===== config.mk =====
export PLATFORM = sky130hd
export DESIGN_NAME = serial_rx_dbuf
export DESIGN_NICKNAME = d
export VERILOG_FILES = /design/src/rtl/rxb_pkg.sv /design/src/rtl/rxb_shifter.sv /design/src/rtl/rxb_holdbuf.sv /design/src/rtl/serial_rx_dbuf.sv
export SDC_FILE = /design/constraint.sdc
export NUM_CORES = 1
export LEC_CHECK = 0
export ABC_AREA = 1
export BUFFER_PORTS_ARGS = -buffer_cell sky130_fd_sc_hd__buf_2
export CAP_MARGIN = 20
export CORE_AREA = 2 2 53 55
export CTS_CLUSTER_DIAMETER = 120
export CTS_CLUSTER_SIZE = 28
export DETAILED_ROUTE_END_ITERATION = 10
export DIE_AREA = 0 0 55 57
export PLACE_DENSITY = 0.87
export SETUP_SLACK_MARGIN = 0.4
export SLEW_MARGIN = 5
export SYNTH_ARGS = -nofsm -noshare
export SYNTH_HDL_FRONTEND = slang
export SYNTH_SLANG_ARGS = --single-unit

===== constraint.sdc =====
create_clock -name clk -period 1.7 [get_ports clk]
set_input_delay 0.34 -clock clk [delete_from_list [all_inputs] [get_ports clk]]
set_output_delay 0.34 -clock clk [all_outputs]
set_load 0.005 [all_outputs]

===== src/rtl/rxb_pkg.sv =====
package rxb_pkg;

    typedef enum logic [1:0] {
        FMT_7  = 2'b00,
        FMT_8  = 2'b01,
        FMT_9  = 2'b10,
        FMT_8B = 2'b11
    } rx_fmt_e;

    typedef enum logic [1:0] {
        SH_IDLE      = 2'd0,
        SH_COLLECT   = 2'd1,
        SH_SATURATED = 2'd2
    } sh_state_e;

    typedef enum logic {
        HB_EMPTY = 1'b0,
        HB_FULL  = 1'b1
    } hb_state_e;

endpackage


===== src/rtl/rxb_shifter.sv =====
module rxb_shifter
    import rxb_pkg::*;
#(
    parameter int FRAME_W = 9
) (
    input  logic               clk,
    input  logic               rst_n,
    input  logic               bit_valid,
    input  logic               bit_data,
    input  logic               frame_done,
    output logic [FRAME_W-1:0] frame_word
);

    localparam int CNT_W = $clog2(FRAME_W + 1);

    sh_state_e          state_q, state_d;
    logic [CNT_W-1:0]   cnt_q, cnt_d;
    logic [FRAME_W-1:0] word_q, word_d;

    // state register
    always_ff @(posedge clk or negedge rst_n) begin
        if (!rst_n) begin
            state_q <= SH_IDLE;
        end else begin
            state_q <= state_d;
        end
    end

    // next state
    always_comb begin
        state_d = state_q;
        unique case (state_q)
            SH_IDLE: begin
                if (!frame_done && bit_valid) begin
                    state_d = (FRAME_W == 1) ? SH_SATURATED : SH_COLLECT;
                end
            end
            SH_COLLECT: begin
                if (frame_done) begin
                    state_d = SH_IDLE;
                end else if (bit_valid && cnt_q == CNT_W'(FRAME_W - 1)) begin
                    state_d = SH_SATURATED;
                end
            end
            SH_SATURATED: begin
                if (frame_done) begin
                    state_d = SH_IDLE;
                end
            end
            default: state_d = SH_IDLE;
        endcase
    end

    // datapath next values
    always_comb begin
        cnt_d  = cnt_q;
        word_d = word_q;
        if (frame_done) begin
            cnt_d  = '0;
            word_d = '0;
        end else if (bit_valid && state_q != SH_SATURATED) begin
            for (int i = 0; i < FRAME_W; i++) begin
                if (cnt_q == CNT_W'(i)) begin
                    word_d[i] = bit_data;
                end
            end
            cnt_d = cnt_q + 1'b1;
        end
    end

    // output / datapath register
    always_ff @(posedge clk or negedge rst_n) begin
        if (!rst_n) begin
            cnt_q  <= '0;
            word_q <= '0;
        end else begin
            cnt_q  <= cnt_d;
            word_q <= word_d;
        end
    end

    assign frame_word = word_q;


    shift_clear_chk: assert property (@(posedge clk) disable iff (!rst_n)
        frame_done |=> (word_q == '0));


    saturate_hold_chk: assert property (@(posedge clk) disable iff (!rst_n)
        (state_q == SH_SATURATED && bit_valid && !frame_done) |=> $stable(word_q));

endmodule


===== src/rtl/rxb_holdbuf.sv =====
module rxb_holdbuf
    import rxb_pkg::*;
#(
    parameter int DATA_W = 8
) (
    input  logic              clk,
    input  logic              rst_n,
    input  logic              frame_done,
    input  logic [DATA_W:0]   frame_word,
    input  logic [1:0]        fmt,
    input  logic              wake_en,
    input  logic              cpu_rd,
    input  logic              ovr_clr,
    output logic [DATA_W-1:0] hold_data,
    output logic              ninth_bit,
    output logic              rx_irq,
    output logic              overrun,
    output logic              buf_full
);

    hb_state_e          state_q, state_d;
    rx_fmt_e            fmt_e;
    logic [DATA_W-1:0]  cand_data;
    logic               cand_ninth;
    logic               room, do_xfer, do_ovr, irq_ok;
    logic [DATA_W-1:0]  hold_q;
    logic               ninth_q, irq_q, ovr_q;

    assign fmt_e = rx_fmt_e'(fmt);

    // field extraction per format
    always_comb begin
        if (fmt_e == FMT_7) begin
            cand_data  = {1'b0, frame_word[DATA_W-2:0]};
            cand_ninth = frame_word[DATA_W-1];
        end else begin
            cand_data  = frame_word[DATA_W-1:0];
            cand_ninth = frame_word[DATA_W];
        end
    end

    assign room    = (state_q == HB_EMPTY) || cpu_rd;
    assign do_xfer = frame_done && room;
    assign do_ovr  = frame_done && !room;
    assign irq_ok  = !(fmt_e == FMT_9 && wake_en && !cand_ninth);

    // state register
    always_ff @(posedge clk or negedge rst_n) begin
        if (!rst_n) begin
            state_q <= HB_EMPTY;
        end else begin
            state_q <= state_d;
        end
    end

    // next state
    always_comb begin
        state_d = state_q;
        unique case (state_q)
            HB_EMPTY: begin
                if (do_xfer) state_d = HB_FULL;
            end
            HB_FULL: begin
                if (do_xfer)     state_d = HB_FULL;
                else if (cpu_rd) state_d = HB_EMPTY;
            end
            default: state_d = HB_EMPTY;
        endcase
    end

    // outputs
    always_ff @(posedge clk or negedge rst_n) begin
        if (!rst_n) begin
            hold_q  <= '0;
            ninth_q <= 1'b0;
            irq_q   <= 1'b0;
            ovr_q   <= 1'b0;
        end else begin
            irq_q <= do_xfer && irq_ok;
            if (do_xfer) begin
                hold_q  <= cand_data;
                ninth_q <= cand_ninth;
            end
            if (do_ovr) begin
                ovr_q <= 1'b1;
            end else if (ovr_clr) begin
                ovr_q <= 1'b0;
            end
        end
    end

    assign hold_data = hold_q;
    assign ninth_bit = ninth_q;
    assign rx_irq    = irq_q;
    assign overrun   = ovr_q;
    assign buf_full  = (state_q == HB_FULL);


    irq_full_chk: assert property (@(posedge clk) disable iff (!rst_n)
        rx_irq |-> buf_full);


    ovr_keep_chk: assert property (@(posedge clk) disable iff (!rst_n)
        $rose(ovr_q) |-> ($stable(hold_q) && $stable(ninth_q) && !irq_q));


    ovr_sticky_chk: assert property (@(posedge clk) disable iff (!rst_n)
        (ovr_q && !ovr_clr) |=> ovr_q);


    read_clear_chk: assert property (@(posedge clk) disable iff (!rst_n)
        (cpu_rd && !frame_done) |=> !buf_full);


    wake_filter_chk: assert property (@(posedge clk) disable iff (!rst_n)
        (rx_irq && fmt_e == FMT_9 && wake_en) |-> ninth_q);

endmodule


===== src/rtl/serial_rx_dbuf.sv =====
module serial_rx_dbuf #(
    parameter int DATA_W = 8
) (
    input  logic              clk,
    input  logic              rst_n,
    input  logic              bit_valid,
    input  logic              bit_data,
    input  logic              frame_done,
    input  logic [1:0]        fmt,
    input  logic              wake_en,
    input  logic              cpu_rd,
    input  logic              ovr_clr,
    output logic [DATA_W-1:0] hold_data,
    output logic              ninth_bit,
    output logic              rx_irq,
    output logic              overrun,
    output logic              buf_full
);

    localparam int FRAME_W = DATA_W + 1;

    logic [FRAME_W-1:0] frame_word;

    rxb_shifter #(.FRAME_W(FRAME_W)) u_shift (
        .clk        (clk),
        .rst_n      (rst_n),
        .bit_valid  (bit_valid),
        .bit_data   (bit_data),
        .frame_done (frame_done),
        .frame_word (frame_word)
    );

    rxb_holdbuf #(.DATA_W(DATA_W)) u_hold (
        .clk        (clk),
        .rst_n      (rst_n),
        .frame_done (frame_done),
        .frame_word (frame_word),
        .fmt        (fmt),
        .wake_en    (wake_en),
        .cpu_rd     (cpu_rd),
        .ovr_clr    (ovr_clr),
        .hold_data  (hold_data),
        .ninth_bit  (ninth_bit),
        .rx_irq     (rx_irq),
        .overrun    (overrun),
        .buf_full   (buf_full)
    );

endmodule


## Word level (Yosys, flattened, before mapping)

Index checks and enable logic that the tools add are counted.

- $add $sub $neg: 1
- Equality and inequality tests: 15
- Muxes and demuxes: 26
- Bitwise logic cells: 1
- Reductions and logical operators: 37

Operator list:

| operator | count |
|---|---|
| $reduce_bool A2 Y1 | 11 |
| $mux W9 | 2 |
| $reduce_and A2 Y1 | 9 |
| $eq A4 B3 Y1 const B | 4 |
| $mux W1 | 15 |
| $eq A4 B2 Y1 const B | 2 |
| $logic_and A1 B1 Y1 | 8 |
| $mux W2 | 4 |
| $mux W4 | 2 |
| $mux W8 | 1 |
| $pmux W2 S3 | 1 |
| $add A4 B1 Y4 const B | 1 |
| $eq A2 B2 Y1 const B | 2 |
| $eq A4 B1 Y1 const B | 1 |
| $eq A4 B4 Y1 const B | 1 |
| $logic_not A1 Y1 | 4 |
| $logic_not A2 Y1 | 2 |
| $logic_not A4 Y1 | 1 |
| $ne A2 B2 Y1 const B | 2 |
| $ne A3 B2 Y1 const B | 1 |
| $reduce_and A3 Y1 | 1 |
| $eq A2 B1 Y1 const B | 1 |
| $ne A2 B1 Y1 const B | 1 |
| $pmux W1 S2 | 1 |
| other kinds (2) | 2 |

- Register bits: 27
- Output and inout bits: 12
- Logic and storage cells: 96

## Depth between registers and ports, before layout

- Depth in word-level cells: 6
- Gate-level depth with buffers: 8
- Depth with buffers taken out: 8

## Cells and area by module

From an unflattened synthesis, not the netlist that was laid out.

- Cell total of the unflattened synthesis: 180
- Area, all modules: 1387.6 µm²

By module, submodules not included:

| module | times used | cells each | area an instance (µm²) | seq. area each (µm²) |
|---|---|---|---|---|
| rxb_shifter | 1 | 123 | 893.4 | 375.4 |
| rxb_holdbuf | 1 | 57 | 494.2 | 300.3 |

## Least setup slack after synthesis

No wires, ideal clock.

- Kind: register to register
- From: reg u_shift.cnt_q[0]
- To: reg u_shift.word_q[0] (netlist: u_shift.frame_word[0])
- Library setup time: 0.113 ns
- Data arrival time: 1.067 ns
- Path slack: 0.520 ns
- Stages on the path, launching flop included: 8
- Path buffers: 0
- Period minus slack after synthesis: 1.180 ns
- Path through: dfrtp_1 inv_1 ha_1 inv_1 nor3_1 nand3_1 nand2_1 inv_1

- Word-level cells in the longest chain between the ends: 3

RTL lines:

| element | line | RTL |
|---|---|---|
| start, declared | rxb_shifter.sv:17 | `logic [CNT_W-1:0] cnt_q, cnt_d;` |
| start signal, assigned | rxb_shifter.sv:77 | `cnt_q <= cnt_d;` |
| $logic_not A4 Y1 | rxb_shifter.sv:63 | `if (cnt_q == CNT_W'(i)) begin` |
| $reduce_bool A2 Y1 (no line) | - |  |
| $reduce_and A2 Y1 (no line) | - |  |
| end signal, assigned | rxb_shifter.sv:78 | `word_q <= word_d;` |
| end, declared | rxb_shifter.sv:18 | `logic [FRAME_W-1:0] word_q, word_d;` |

No other way between the ends.
A chain may end at the register's enable or synchronous reset.

## Final worst setup path

- From: reg u_shift.cnt_q[0]
- To: reg u_shift.cnt_q[2]

- Word-level cells in the longest chain between the ends: 3

RTL lines:

| element | line | RTL |
|---|---|---|
| $add A4 B1 Y4 | rxb_shifter.sv:67 | `cnt_d = cnt_q + 1'b1;` |
| $mux W4 | rxb_shifter.sv:61 | `end else if (bit_valid && state_q != SH_SATURATED) begin` |
| $mux W4 | rxb_shifter.sv:58 | `if (frame_done) begin` |

No other way between the ends. The select of a mux whose other input is x is not followed.

==> summary by stage <==
Worst setup path
In this run the worst path has a maximum fanout of 4. The cell family contributing the most delay on the critical path is flip-flops. The category of the most critical setup path is flop to flop. The arrival time of data at the critical path endpoint is between 1000 and 1500 ps. The required time at the worst-slack endpoint is about 1900 ps. Together, buffers and inverters on the worst path number 1. The worst setup path is launched from a flop. For this design, the slowest cell found on the critical path is dfrtp_1. The worst setup path is captured at a flop.

Traced cell by cell, the critical path runs through buf_4 -> ha_1 -> xor2_1 -> nand3_1 -> o21ai_1. For this run, the slowest stage of the critical path takes approximately 440 ps.

STA
The worst path in the final design needs a cycle of about 1200 ps, including I/O delays and setup. The setup total negative slack is 0 ps. In this run the tightest slew margin relative to its limit is between 60% and 70%. The final clock skew is 1.21 ps. The worst path uses approximately 73% of the clock period. The hold slack is -7.48 ps.

The number of endpoints with negative hold slack in the final report is 27. Setup violations remaining at the end of the flow were counted as 0. The upper clock frequency limit is slightly above 800 MHz. The total count of max-transition violations in the final report is 0. The transition time at the pin with the least slew margin is around 600 ps.

Setup repair after global routing could not meet its margin everywhere.

Placed design
Including well taps, the total number of placed cells is around 220. Once detailed placement completed, the half-perimeter wirelength came to 1670 um. The final weighted congestion in routability-driven placement is approximately 0.90. The number of buffer cells added on primary ports is 21.

Pwr
Combinational logic burns between 10% and 20% of the power. The static leakage power is approximately 0.9 nW. The internal power contribution is between 0.0008 and 0.0009 W. The fraction of power spent switching nets is 27.7%. For this design the total switching power over the nets is approximately 0.00033 W.

VDD sags by at most ~450 uV. The clock network fraction of design power is a little under a quarter. The share of power burned in registers is 60.2%.

The power per standard cell area is approximately 800 nW/um2.

Die
The width of the chip is approximately 55 um. The die covers 3140 um2. The number of rows in the core area is 19. The vertical die dimension is ~57 um. For this configuration, the core starts out at a cell density of ~52%. The total area inside the core boundary comes to ~2600 um2. For this design the top-level I/O count stands at 22.

Yosys
Sequential elements use about 50% of the synthesized area. The post-synth net total is 186. The average instance area after synthesis is about 8 um2. Synthesis handed over a netlist of ~170 instances. During synthesis, Yosys emitted a total of 0 warnings.

The synthesized netlist contains 21 unique library cells. The count of state elements after synthesis is 27. The netlist area before placement is 1350 um2.

CTS
The master cell of the clock root buffer is clkbuf_4. The CTS tree is built. In this run the deepest clock path goes through 2 buffers. At the later pin of the worst-skew pair, clock insertion delay measures roughly 320 ps.

CTS built an H-tree with a depth of 1. The register clock-pin slew on the reported worst setup and hold paths is between 100 and 150 ps. The tree built by TritonCTS fans out to 27 sinks. The number of buffers added to fix hold violations after cts is 0. Buffers inserted during clock tree synthesis total 3.

Detailed routing
Wires add up to about 2300 um. For this run, the detailed router's first-pass iteration total came to 4. In the final routed layout, each cell accounts on average for around 10 um. The detailed router finished its first iteration with 19 violations. The final route contains between 1000 and 1500 vias. The number of vias per cell after detailed routing is roughly 4.9. The count of nets left with antenna violations once routing finished came out at 0. The final routed DRC violation total is 0.

Hold path
The tightest min-delay check is of the input port to asynchronous set/reset pin type.

GRT
The number of antenna violations at the first check in global routing is 0. The wire length of the first global-routing pass is 4210 um. For this run, the total global-route usage over all layers was measured as a little under a fifth. The number of global-route vias before repair is a little over 1000. The total overflow left after global routing is 0. The pin count of the biggest net entering global routing is 28.

Finish
After filler insertion, the fill cell instance count of the layout stands at 249. After the flow finishes, the layout carries non-filler instances totaling 226. The register area is around 680 um2. The multi-input combinational cells in the finished layout cover a total of about 570 um2. The number of antenna diodes is 0. At the end of the flow, the number of nets in the layout was 210. The layout overhead on the synthesized area is 13.1%.

The share of final-layout standard cells stronger than drive strength 1 is between 20% and 30%.

Job
The number of max-cap violations is 0.

Run status
The checks that failed: hold timing. The run finished, with violations left.
[metrics by stage]
| step | hold slack, ps | util, % | instance area (um2) | power [W] | setup WS (ps) |
|---|---|---|---|---|---|
| 2_1_floorplan | 44.4 | - | 1350 | 0.000854 | 520 |
| 3_3_place_gp | 374 | 55.6 | 1450 | 0.000917 | 338 |
| 3_5_place_dp | 377 | 55.6 | 1450 | 0.000925 | 303 |
| 4_1_cts | 4.78 | 56.6 | 1480 | 0.00120 | 403 |
| 5_1_grt | 29.9 | 58.5 | 1530 | 0.00128 | 364 |
| 6_report | -7.48 | 58.5 | 1530 | 0.00120 | 459 |
[synthesized netlist by cell type]
| library cell | instances | area (um2) |
|---|---|---|
| xor2_1 | 1 | 8.76 |
| nand4_1 | 4 | 25.0 |
| nor3_1 | 1 | 5.00 |
| inv_2 | 2 | 7.51 |
| and3b_1 | 1 | 8.76 |
| nand2_2 | 3 | 18.8 |
| buf_6 | 1 | 11.3 |
| buf_2 | 2 | 10.0 |
| o22ai_1 | 1 | 6.26 |
| a21oi_1 | 1 | 5.00 |
| inv_1 | 21 | 78.8 |
| clkbuf_8 | 1 | 13.8 |
| o21ai_0 | 8 | 40.0 |
| buf_4 | 1 | 7.51 |
| ha_1 | 4 | 50.1 |
| nand2_1 | 64 | 240 |
| nand3_1 | 17 | 85.1 |
| nor2_1 | 8 | 30.0 |
| o21ai_1 | 3 | 15.0 |
| dfrtp_1 | 27 | 676 |
| a21oi_2 | 1 | 8.76 |
[what timing repair did]
item,CTS,global route
resized for setup,0,12
setup buffers,0,3
hold endpoints to repair,0,0
setup endpoints to repair,0,15
[layer usage]
metal	part of all wire, %	routed length [um]	GRT usage, %	vias up
li1	-	-	-	584
met1	48	1140	25.3	510
met2	46	1070	28.2	19
met3	3.7	87	3.14	5
met4	2.1	48	7.67	0
met5	0	0	0	-
[layout make-up]
class                      count  area share [%]
multi-input combinational    117            37.6
tap                           31            2.54
sequential                    27            44.2
clock buffer                   4            1.72
timing repair buffer          24            8.35
inverter                      23            5.65
[kinds of logic after synthesis]
group,after synthesis,share of synthesized area (%)
flip-flops,27,50.0
buffers and inverters,28,9.54
AND/OR/NAND/NOR,98,30.6
AO/OA/AOI/OAI,14,5.56
XOR/XNOR,1,0.648
adder cells (fa/ha/maj),4,3.70
[worst register-to-register path: stages, from the launching register on]
cell	delay, ps
dfrtp_1	440
buf_4	150
ha_1	240
xor2_1	170
nand3_1	70
o21ai_1	70
[path summary, 6_finish.rpt]
| path | slack, ps | start | endpoint | cells past startpoint |
|---|---|---|---|---|
| min in group clk | 200 | ovr_clr | u_hold.overrun$_DFFE_PN0P_ | 2 |
| max in group asynchronous | 1330 | rst_n | u_shift.frame_word[0]$_DFFE_PN0P_ | 1 |
| worst min-delay path | -7 | rst_n | u_shift.cnt_q[0]$_DFFE_PN0P_ | 1 |
| worst max register to register | 460 | u_shift.cnt_q[0]$_DFFE_PN0P_ | u_shift.cnt_q[2]$_DFFE_PN0P_ | 5 |
| worst min register to register | 490 | u_hold.hold_data[1]$_DFFE_PN0P_ | u_hold.hold_data[1]$_DFFE_PN0P_ | 2 |
| worst max-delay path | 460 | u_shift.cnt_q[0]$_DFFE_PN0P_ | u_shift.cnt_q[2]$_DFFE_PN0P_ | 5 |
[cells in the final DEF, fill, tap and decap left out, types with 2 or more instances in the layout]
master / instances
clkbuf_4: 3
dfrtp_1: 27
o21ai_0: 5
o21ai_1: 6
inv_2: 5
buf_2: 21
inv_1: 18
ha_1: 2
nor2_1: 8
nand2_1: 63
buf_4: 3
nand3_1: 16
nand2_2: 4
nand4_1: 4
[state kept, by name (all words and copies together), names as in the netlist]
name	flops
u_hold.buf_full	1
u_hold.overrun	1
u_hold.ninth_bit	1
u_shift.cnt_q	4
u_hold.rx_irq	1
u_shift.frame_word	9
u_shift.state_q	2
u_hold.hold_data	8
[power groups by stage]
stage | sequential (W) | clock, W | combinational [W]
5_1_grt | 0.000732 | 0.000312 | 0.000241
4_1_cts | 0.000726 | 0.000285 | 0.000187
2_1_floorplan | 0.000738 | 0 | 0.000116
6_report | 0.000724 | 0.000276 | 0.000203
3_5_place_dp | 0.000738 | 0 | 0.000186
3_3_place_gp | 0.000736 | 0 | 0.000181
No activity file was read; power rests on OpenSTA's default activity.
